**config.mk**
```make
export PLATFORM = sky130hd
export DESIGN_NAME = modres_addsub
export DESIGN_NICKNAME = d
export VERILOG_FILES = /design/src/rtl/modres_pkg.sv /design/src/rtl/modres_ctrl.sv /design/src/rtl/modres_datapath.sv /design/src/rtl/modres_addsub.sv
export SDC_FILE = /design/constraint.sdc
export NUM_CORES = 1
export LEC_CHECK = 0
export BUFFER_PORTS_ARGS = -buffer_cell sky130_fd_sc_hd__buf_2
export CAP_MARGIN = 5
export CORE_AREA = 2 2 39 41
export DETAILED_ROUTE_END_ITERATION = 8
export DIE_AREA = 0 0 41 43
export PLACE_DENSITY = 0.68
export SLEW_MARGIN = 10
export SYNTH_ARGS = -nofsm -noshare
export SYNTH_HDL_FRONTEND = slang
export SYNTH_SLANG_ARGS = --single-unit
```
**constraint.sdc**
```tcl
create_clock -name vclk -period 2.5
set_input_delay 0.5 -clock vclk [all_inputs]
set_output_delay 0.5 -clock vclk [all_outputs]
set_load 0.01 [all_outputs]
```
**src/rtl/modres_pkg.sv**
```systemverilog
package modres_pkg;

  // Flags raised by the datapath's ripple stages
  typedef struct packed {
    logic sumCarry;   // carry out of raw operand adder
    logic corrCarry;  // carry out of constant correction adder
    logic diffBorrow; // borrow out of raw operand subtractor
  } modFlags_t;

  // Select strobes from control to datapath
  typedef struct packed {
    logic takeDiff;     // route the subtract path to the output
    logic takeAdjusted; // use the corrected value instead of the raw one
  } modStrobe_t;

endpackage

```
**src/rtl/modres_ctrl.sv**
```systemverilog
module modres_ctrl
  import modres_pkg::*;
(
  input  logic       subSel,
  input  modFlags_t  flags,
  output modStrobe_t strobe
);

  logic addOverflow;

  // A sum reaches the modulus when the raw add already wrapped the word,
  // or when adding the negated modulus to it wraps.
  always_comb begin
    addOverflow         = flags.sumCarry | flags.corrCarry;
    strobe.takeDiff     = subSel;
    strobe.takeAdjusted = subSel ? flags.diffBorrow : addOverflow;
  end

endmodule

```
**src/rtl/modres_datapath.sv**
```systemverilog
module modres_datapath
  import modres_pkg::*;
#(
  parameter  int MOD = 13,
  localparam int W   = $clog2(MOD)
) (
  input  logic [W-1:0] opA,
  input  logic [W-1:0] opB,
  input  modStrobe_t   strobe,
  output modFlags_t    flags,
  output logic [W-1:0] result
);

  localparam logic [W:0] MOD_EXT = (W+1)'(MOD);
  localparam bit         IS_POW2 = ((1 << W) == MOD);

  logic [W:0]   rawSum;
  logic [W:0]   rawDiff;
  logic [W-1:0] sumAdj;
  logic [W-1:0] diffAdj;
  logic         corrCarry;

  assign rawSum  = {1'b0, opA} + {1'b0, opB};
  assign rawDiff = {1'b0, opA} - {1'b0, opB};

  generate
    if (IS_POW2) begin : g_pow2
      // Binary wrap is already the modular result
      assign sumAdj    = rawSum[W-1:0];
      assign diffAdj   = rawDiff[W-1:0];
      assign corrCarry = 1'b0;
    end else begin : g_corr
      localparam logic [W-1:0] NEG_MOD = W'((1 << W) - MOD);
      localparam logic [W-1:0] MOD_LOW = W'(MOD);
      logic [W:0] corrSum;
      assign corrSum   = {1'b0, rawSum[W-1:0]} + {1'b0, NEG_MOD};
      assign sumAdj    = corrSum[W-1:0];
      assign corrCarry = corrSum[W];
      assign diffAdj   = rawDiff[W-1:0] + MOD_LOW;
    end
  endgenerate

  assign flags.sumCarry   = rawSum[W];
  assign flags.corrCarry  = corrCarry;
  assign flags.diffBorrow = rawDiff[W];

  always_comb begin
    if (strobe.takeDiff)
      result = strobe.takeAdjusted ? diffAdj : rawDiff[W-1:0];
    else
      result = strobe.takeAdjusted ? sumAdj : rawSum[W-1:0];

    if (({1'b0, opA} < MOD_EXT) && ({1'b0, opB} < MOD_EXT)) begin
      AST_RESULT_BELOW_MOD: assert ({1'b0, result} < MOD_EXT);
      if (!strobe.takeDiff) begin
        AST_ADD_PICK: assert (strobe.takeAdjusted == (rawSum >= MOD_EXT));
        AST_ADD_VALUE: assert (int'(result) == (int'(opA) + int'(opB)) % MOD);
      end else begin
        AST_SUB_PICK: assert (strobe.takeAdjusted == (opA < opB));
        AST_SUB_VALUE: assert (int'(result) == (int'(opA) - int'(opB) + MOD) % MOD);
      end
    end
  end

endmodule

```
**src/rtl/modres_addsub.sv**
```systemverilog
module modres_addsub
  import modres_pkg::*;
#(
  parameter  int MOD = 13,
  localparam int W   = $clog2(MOD)
) (
  input  logic [W-1:0] opA,
  input  logic [W-1:0] opB,
  input  logic         subSel,
  output logic [W-1:0] result
);

  modFlags_t  flags;
  modStrobe_t strobe;

  modres_ctrl u_ctrl (
    .subSel (subSel),
    .flags  (flags),
    .strobe (strobe)
  );

  modres_datapath #(.MOD(MOD)) u_dp (
    .opA    (opA),
    .opB    (opB),
    .strobe (strobe),
    .flags  (flags),
    .result (result)
  );

endmodule

```
## Word level (Yosys, flattened, before mapping)

Cells that the tools add are included.

| storage, ports and cells | value |
|---|---|
| bits in registers | 0 |
| input bits | 9 |
| output and inout bits | 4 |
| logic and storage cells | 9 |

| operators by class | value |
|---|---|
| add/subtract/negate cells | 4 |
| muxes and demuxes | 4 |
| bitwise operators | 1 |

Operators with widths:

| operator | number |
|---|---|
| $mux W4 | 3 |
| $add A4 B2 Y5 const B | 1 |
| $add A4 B4 Y5 | 1 |
| $sub A4 B4 Y5 | 1 |
| $add A4 B4 Y4 const B | 1 |
| $mux W1 | 1 |
| $or A1 B1 Y1 | 1 |

## Depth between registers and ports, before layout

Gate-level depths: netlist of the first run.

| depth | value |
|---|---|
| depth after elaboration | 6 |
| gate-level depth with buffers | 9 |
| depth with buffers taken out | 9 |

## By module

From an unflattened synthesis of the first run, not the netlist that was laid out.

| unflattened totals | value |
|---|---|
| cells, all modules | 56 |
| area total of the unflattened synthesis | 470.5 µm² |

By module, submodules not included:

| module | times used | cells an instance | area each (µm²) | sequential area each (µm²) |
|---|---|---|---|---|
| modres_datapath | 1 | 52 | 450.4 | 0.0 |
| modres_ctrl | 1 | 4 | 20.0 | 0.0 |

## Worst setup path after synthesis of the first run

No wires, ideal clock.

| timing path | value |
|---|---|
| path kind | input to output |
| start | input port opA[0] |
| end | output port result[2] |
| data arrival time | 2.219 ns |
| slack | -0.219 ns |
| stages on the path | 8 |
| buffers on the path | 0 |
| path through | ha_1 inv_1 fa_1 ha_1 nand2b_1 a21oi_1 a31oi_1 o31ai_2 |

| between the ends | value |
|---|---|
| cells in the longest elaborated chain, start to end | 6 |

RTL lines:

| element | RTL line | RTL |
|---|---|---|
| start, declared | modres_addsub.sv:7 | `input logic [W-1:0] opA,` |
| $add A4 B4 Y5 | modres_datapath.sv:23 | `assign rawSum = {1'b0, opA} + {1'b0, opB};` |
| $add A4 B2 Y5 | modres_datapath.sv:36 | `assign corrSum = {1'b0, rawSum[W-1:0]} + {1'b0, NEG_MOD};` |
| $or A1 B1 Y1 | modres_ctrl.sv:14 | `addOverflow = flags.sumCarry \| flags.corrCarry;` |
| $mux W1 | modres_ctrl.sv:16 | `strobe.takeAdjusted = subSel ? flags.diffBorrow : addOverflow;` |
| $mux W4 (on tied branches) | modres_datapath.sv:51, modres_datapath.sv:49 |  |
| $mux W4 (*) | modres_datapath.sv:48 | `if (strobe.takeDiff)` |
| end, declared | modres_addsub.sv:10 | `output logic [W-1:0] result` |

Every way passes the cells marked *; elsewhere a longest branch is shown, timed or not.

## Worst setup path after layout of the first run

| timing path | value |
|---|---|
| start | input port opA[0] |
| end | output port result[3] |

The elaborated chain is that of the path after synthesis.

==> impl_results.rst, run 1 <==
.. list-table::
   :header-rows: 1

   * - Metric
     - Value
   * - Status
     - finished, violations left
   * - Violated checks
     - negative setup slack
   * - Detail-routed net length per standard cell
     - 13.3 µm
   * - Largest incremental delay on the critical path
     - slightly below 0.4 ns
   * - Relative slew slack
     - 0.733
   * - Power per Cell Area
     - 346 nW/µm²
   * - Initial standard-cell utilization of the core
     - 0.420
   * - CP delay by family, top
     - adder cells
   * - VDD IR max
     - between 0.3 and 0.4 mV
   * - Average cell area after synthesis
     - between 8 and 9 µm²
   * - Sort of element at the start of the critical path
     - primary input
   * - Classification of the worst-slack hold path
     - primary input to output pin
   * - First drt pass iteration count
     - 4
   * - Grt ovf
     - 0
   * - NumNets Final
     - approximately 130
   * - Full die area
     - 1760 µm²
   * - Tcrit/Tclk final
     - 1.15
   * - Layout cell share with drive strength beyond 1
     - 0.667
   * - Time the worst path needs with I/O delays and setup
     - approximately 2.9 ns
   * - Yosys top cell by area
     - sky130_fd_sc_hd__ha_1
   * - Post-Synth Simple-Gate Area
     - 0.131
   * - DRC marker count from the first detailed-route iteration
     - 9
   * - Std cell rows
     - 14
   * - List of cells traversed by the critical path
     - buf_12 -> ha_4 -> inv_2 -> fa_2 -> buf_12 -> xor2_4 -> nand2_1 -> or3_1 -> mux2i_1 -> mux2_4 -> buf_6
   * - Core box area
     - 1380 µm²
   * - CTS Hold Buffers Added
     - 0
   * - Most frequent cell after synthesis
     - sky130_fd_sc_hd__inv_1
   * - N_diodes
     - 0
   * - Overall via count from detail_route
     - about 650
   * - Net count after synthesis
     - 93
   * - Global-route wire length before repair
     - approximately 2800 µm
   * - Residual DRC
     - 0
   * - Register area share after synthesis
     - 0
   * - Port-buffer cells
     - 13
   * - Post-route cell area
     - roughly 1100 µm²
   * - Synth warn
     - 0
   * - Number of clock buffer instances in the layout
     - 0
   * - Leakage
     - 0.000493 µW
   * - Die Y-Extent
     - between 40 and 50 µm
   * - Top cell types by occurrence after synthesis
     - sky130_fd_sc_hd__inv_1, sky130_fd_sc_hd__ha_1, sky130_fd_sc_hd__a21oi_1, sky130_fd_sc_hd__o21ai_0
   * - Sequential cell count of the final layout
     - 0
   * - Crit-path max FO
     - 4
   * - Setup slack after layout
     - -0.367 ns
   * - Post-synthesis to final-layout area growth
     - 89.9%
   * - Via count of the first global-routing pass
     - 663
   * - Least-Margin Pin Slew
     - 0.400 ns
   * - Count of mapped cells out of synthesis
     - 72
   * - Area post-placement
     - 967 µm²
   * - CP max stage cell
     - sky130_fd_sc_hd__fa_2
   * - Max Slew Vio Count
     - 0
   * - Share of the synthesized area in compound gates (AO/OA/AOI/OAI)
     - 0.310
   * - Mux contribution to synthesized area
     - 0.0903
   * - Area share of xor/xnor cells in the synthesized design
     - 0.0989
   * - Setup-violating endpoint count in the final report
     - 4
   * - Setup repair after global routing missed its margin
     - yes
   * - Kind of capture point of the worst setup path
     - output pin
   * - Largest family of logic cells by synthesized area
     - compound AO/OA/AOI/OAI gates
   * - Post-detailed-placement half-perimeter wirelength
     - 1390 µm
   * - Cell count after placement
     - 120
   * - Final std cells w/o fill
     - between 100 and 150
   * - Overall routing resource usage
     - 0.221
   * - Proportion of netlist area held by the largest area contributor
     - 0.215
   * - Area contributors post-synth
     - sky130_fd_sc_hd__ha_1, sky130_fd_sc_hd__inv_1, sky130_fd_sc_hd__fa_1
   * - Crit path arrival time
     - 2.37 ns
   * - Aggregate routed wire length
     - 1650 µm
   * - Adder and majority cell fraction of the synthesized area
     - 0.284
   * - Number of hold violations in the final report
     - 0
   * - Total I/O pin count
     - 13
   * - Unique cell type count in the Yosys netlist
     - 32
   * - Post-synthesis instance area
     - 582 µm²
   * - Most frequent cell on the critical path
     - sky130_fd_sc_hd__buf_12
   * - Via density per instance
     - approximately 5.3
   * - Reported max-cap violation count
     - 0
   * - Critical path class
     - primary input to output pin
   * - Initial antenna violation count
     - 0
   * - Critical path required time
     - 2.00 ns
   * - Post-route ant nets
     - 0
   * - Max Fclk
     - ~350 MHz
   * - Width of the chip
     - 41 µm
   * - Weighted congestion at the end of routability-driven global placement
     - 0.782
   * - Buffers plus inverters on the worst setup path
     - 4
   * - Area taken by flip-flops and latches
     - 0 µm²
   * - Pin count of the biggest net entering global routing
     - 7
metal layers:
layer  GRT usage  vias up  routed length, µm
met5           0        -                  0
li1            -      332                  -
met2       0.397        6                874
met1       0.290      313                758
met3     0.00524        0                 14
met4      0.0133        0                  0
cell families (layout without fill, tap and decap cells):
kind of cell | count (synthesis) | after routing
buf+inv | 13 | 49
xor+xnor | 5 | 5
simple gates | 14 | 14
compound gates | 23 | 23
fa+ha+maj | 12 | 12
mux | 5 | 5
tightest hold or removal path, stage by stage:
cell,delay [ns]
sky130_fd_sc_hd__buf_2,0.12
sky130_fd_sc_hd__buf_4,0.16
sky130_fd_sc_hd__mux2_4,0.16
sky130_fd_sc_hd__buf_6,0.09
metrics by stage:
stage	utilization	worst slack [ns]	TNS (ns)	hold WS, ns	power, µW
floorplan	-	-0.0410	-0.0992	1.15	215
detailed placement	0.699	-0.487	-1.63	1.54	323
finish	0.798	-0.367	-1.11	1.53	383
global route	0.798	-0.421	-1.45	1.57	414
global placement	0.699	-0.509	-1.57	1.54	316
CTS	0.773	-0.353	-1.29	1.53	368
final cells by class:
| type | count | area [µm²] |
|---|---|---|
| multi-input combinational | 59 | 718 |
| timing repair buffer | 37 | 294 |
| fill | 98 | 279 |
| inverter | 12 | 72.6 |
| tap | 16 | 20.0 |
layout by cell type, fill, tap and decap left out, types with 2 or more instances in the layout:
master,synthesis,final
sky130_fd_sc_hd__a211oi_2,0,2
sky130_fd_sc_hd__a21oi_1,5,4
sky130_fd_sc_hd__buf_12,0,2
sky130_fd_sc_hd__buf_2,1,8
sky130_fd_sc_hd__buf_4,0,24
sky130_fd_sc_hd__buf_6,0,3
sky130_fd_sc_hd__fa_2,0,2
sky130_fd_sc_hd__ha_1,10,5
sky130_fd_sc_hd__ha_4,0,4
sky130_fd_sc_hd__inv_1,11,7
sky130_fd_sc_hd__inv_12,0,2
sky130_fd_sc_hd__inv_2,1,2
sky130_fd_sc_hd__mux2_4,0,2
sky130_fd_sc_hd__mux2i_1,3,2
sky130_fd_sc_hd__nand2_1,3,2
sky130_fd_sc_hd__nor2_1,3,2
sky130_fd_sc_hd__o21ai_0,5,4
sky130_fd_sc_hd__o311ai_2,0,2
sky130_fd_sc_hd__xnor2_1,2,2
final timing paths:
path	endpoint	slack [ns]	startpoint	cells past startpoint
max	result[3]	-0.37	opA[0]	11
min	result[3]	1.53	subSel	4
where the power goes:
group | total (µW) | switching (µW) | internal (µW) | leakage (µW)
Clock | 0 | 0 | 0 | 0
Combinational | 383 | 170 | 213 | 0.000493
Sequential | 0 | 0 | 0 | 0
timing repair:
item,4_1_cts,5_1_grt
endpoints found under the hold margin,0,0
pin swaps,14,3
setup buffers,2,2
resized for setup,16,5
endpoints found under the setup margin,4,4
Note: power is estimated with default switching activity, not from simulation.
==> run 2, diff against run 1 <==
--- a/config.mk
+++ b/config.mk
@@ -5,12 +5,14 @@
 export SDC_FILE = /design/constraint.sdc
 export NUM_CORES = 1
 export LEC_CHECK = 0
+export ABC_AREA = 1
 export BUFFER_PORTS_ARGS = -buffer_cell sky130_fd_sc_hd__buf_2
 export CAP_MARGIN = 5
-export CORE_AREA = 2 2 39 41
+export CORE_MARGIN = 2
+export CORE_UTILIZATION = 37
 export DETAILED_ROUTE_END_ITERATION = 8
-export DIE_AREA = 0 0 41 43
-export PLACE_DENSITY = 0.68
+export PLACE_DENSITY = 0.6
+export SKIP_LAST_GASP = 1
 export SLEW_MARGIN = 10
 export SYNTH_ARGS = -nofsm -noshare
 export SYNTH_HDL_FRONTEND = slang
==> impl_results.rst, run 2 <==
.. list-table::
   :header-rows: 1

   * - Metric
     - Value
   * - Setup repair after global routing missed its margin
     - yes
   * - Relative slew slack
     - 0.845
   * - Post-synthesis instance area
     - 568 µm²
   * - Std cell rows
     - 14
   * - Switching power
     - approximately 130 µW
   * - Detail-routed net length per standard cell
     - 8.98 µm
   * - Port-buffer cells
     - 13
   * - Sequential power share
     - 0
   * - Crit path from
     - opB[0]
   * - List of cells traversed by the critical path
     - buf_8 -> ha_4 -> inv_2 -> fa_1 -> ha_2 -> nor2_2 -> nand3_2 -> nand2_4 -> nand2_4 -> nand2_2 -> nand2_1 -> nand2_1 -> nand2_1 -> buf_2
   * - NumNets Final
     - between 100 and 150
   * - Critical path class
     - primary input to output pin
   * - Critical path required time
     - 2.00 ns
   * - Largest incremental delay on the critical path
     - 0.42 ns
   * - CP max stage cell
     - sky130_fd_sc_hd__fa_1
   * - Initial standard-cell utilization of the core
     - 0.386
   * - Sequential cell count of the final layout
     - 0
   * - Core box area
     - 1470 µm²
   * - Area taken by flip-flops and latches
     - 0 µm²
   * - DRC marker count from the first detailed-route iteration
     - 5
   * - Post-detailed-placement half-perimeter wirelength
     - between 1000 and 1500 µm
   * - Net count after synthesis
     - 119
   * - Post-synthesis to final-layout area growth
     - 41.6%
   * - Sw Ratio
     - 0.549
   * - Layout cell share with drive strength beyond 1
     - 0.377
   * - Violated checks
     - negative setup slack
   * - Register area share after synthesis
     - 0
   * - Most frequent cell on the critical path
     - sky130_fd_sc_hd__nand2_1
   * - Full die area
     - approximately 1900 µm²
   * - Least-Margin Pin Slew
     - 0.233 ns
   * - Number of hold violations in the final report
     - 0
   * - Max Slew Vio Count
     - 0
   * - Leakage
     - 0.000483 µW
   * - VDD IR max
     - 0.116 mV
   * - Yosys top cell by area
     - sky130_fd_sc_hd__ha_1
   * - Area contributors post-synth
     - sky130_fd_sc_hd__ha_1, sky130_fd_sc_hd__nand2_1, sky130_fd_sc_hd__nand3_1
   * - Pin count of the biggest net entering global routing
     - 8
   * - Average cell area after synthesis
     - 5.80 µm²
   * - Reported max-cap violation count
     - 0
   * - Initial antenna violation count
     - 0
   * - Weighted congestion at the end of routability-driven global placement
     - 0.892
   * - CP delay by family, top
     - adder cells
   * - Comb power frac
     - 1.000
   * - Die Y-Extent
     - 43.2 µm
   * - Setup-violating endpoint count in the final report
     - 4
   * - Max Fclk
     - 385 MHz
   * - Most frequent cells in the layout
     - sky130_fd_sc_hd__nand2_1, sky130_fd_sc_hd__inv_1, sky130_fd_sc_hd__nand3_1, sky130_fd_sc_hd__buf_2, sky130_fd_sc_hd__buf_4
   * - Width of the chip
     - 43.2 µm
   * - Critical path endpoint
     - result[3]
   * - Global-route wire length before repair
     - 2250 µm
   * - Total number of cells along the worst setup path
     - 14
   * - Cell count after placement
     - 137
   * - Residual DRC
     - 0
   * - Setup slack after layout
     - -0.101 ns
   * - Most frequent cell after synthesis
     - sky130_fd_sc_hd__nand2_1
   * - Count of mapped cells out of synthesis
     - 98
   * - Sort of element at the start of the critical path
     - primary input
   * - Via count of the first global-routing pass
     - 581
   * - Total I/O pin count
     - 13
   * - Post-route ant nets
     - 0
   * - Overall via count from detail_route
     - 644
   * - Crit path arrival time
     - 2.10 ns
   * - Top cell types by occurrence after synthesis
     - sky130_fd_sc_hd__nand2_1, sky130_fd_sc_hd__inv_1, sky130_fd_sc_hd__nand3_1
   * - Proportion of power drawn by the clock network
     - 0
   * - N_diodes
     - 0
   * - Pre-CTS WS
     - -0.227 ns
   * - Unique cell type count in the Yosys netlist
     - 16
   * - Overall routing resource usage
     - 0.150
   * - Kind of capture point of the worst setup path
     - output pin
   * - Status
     - finished, violations left
   * - Time the worst path needs with I/O delays and setup
     - 2.60 ns
   * - Final std cells w/o fill
     - 138
   * - Synth warn
     - 0
   * - Start point of the worst min-delay path
     - subSel
   * - Number of clock buffer instances in the layout
     - 0
   * - Most frequent standard cell in the layout excluding fill and tap cells
     - sky130_fd_sc_hd__nand2_1
   * - Classification of the worst-slack hold path
     - primary input to output pin
   * - Cell Int Power
     - 107 µW
   * - Total power
     - 237 µW
   * - Tcrit/Tclk final
     - 1.04
   * - Buffers plus inverters on the worst setup path
     - 3
   * - Via density per instance
     - 4.67
   * - Proportion of netlist area held by the largest area contributor
     - 0.220
   * - Final cell utilization of the core
     - 0.547
   * - Crit-path max FO
     - 7
   * - Grt ovf
     - 0
   * - Power per Cell Area
     - 295 nW/µm²
   * - Number of cells traversed by the worst hold path
     - 4
   * - Aggregate routed wire length
     - 1240 µm
   * - First drt pass iteration count
     - 4
==> run 2: cell types whose count changed after synthesis, sizes merged, moves of 3 or more <==
cell   previous run  this run
nand3             0        18
o21ai             5         1
nand2             3        38
inv              12        19
mux2i             3         0
==> run 2: cells by family after synthesis <==
kind of cell             count (synthesis)  share of synthesized area
AND/OR/NAND/NOR                         61                      0.518
XOR/XNOR                                 2                     0.0308
AO/OA/AOI/OAI                            4                     0.0352
adder cells (fa/ha/maj)                 12                      0.291
buffers and inverters                   19                      0.126
==> run 2: worst min path at each step <==
stage	endpoint
global route	result[3]
finish	result[3]
CTS	result[3]
detailed placement	result[3]
global placement	result[3]
floorplan	result[3]
==> run 2: tightest hold or removal path, delay by kind of cell <==
family,cells,cell delay [ns]
buffers and inverters,2,0.23
and+or+nand+nor,2,0.10
==> run 2: layout make-up <==
class	count	area, µm²
tap	16	20.0
fill	170	667
inverter	19	73.8
multi-input combinational	79	547
timing repair buffer	24	164
==> run 2: metrics by stage <==
| step | instance area (µm²) | hold slack [ns] | TNS (ns) |
|---|---|---|---|
| global placement | 738 | 1.33 | -0.695 |
| detailed placement | 738 | 1.34 | -0.848 |
| global route | 805 | 1.38 | -0.747 |
| CTS | 772 | 1.34 | -0.453 |
| floorplan | 578 | 1.12 | 0 |
| finish | 805 | 1.34 | -0.322 |
==> run 2: routing by layer <==
layer | global-route usage | up-vias | wire (µm) | part of all wire
met4 | 0.0242 | 0 | 24 | 0.019
met1 | 0.197 | 279 | 591 | 0.48
met2 | 0.275 | 11 | 595 | 0.48
met3 | 0 | 2 | 28 | 0.023
met5 | 0 | - | 0 | 0
li1 | - | 352 | - | -
==> run 2: power by group through the flow <==
stage	combinational [µW]	clock [µW]	sequential, µW
global placement	223	0	0
floorplan	154	0	0
detailed placement	224	0	0
finish	237	0	0
global route	272	0	0
CTS	230	0	0
==> run 2: repair_timing <==
item	4_1_cts	5_1_grt
pin swaps	11	8
hold buffers	0	0
setup buffers	0	1
cloned	0	0
gates resized for setup	9	7
setup endpoints to repair	4	4
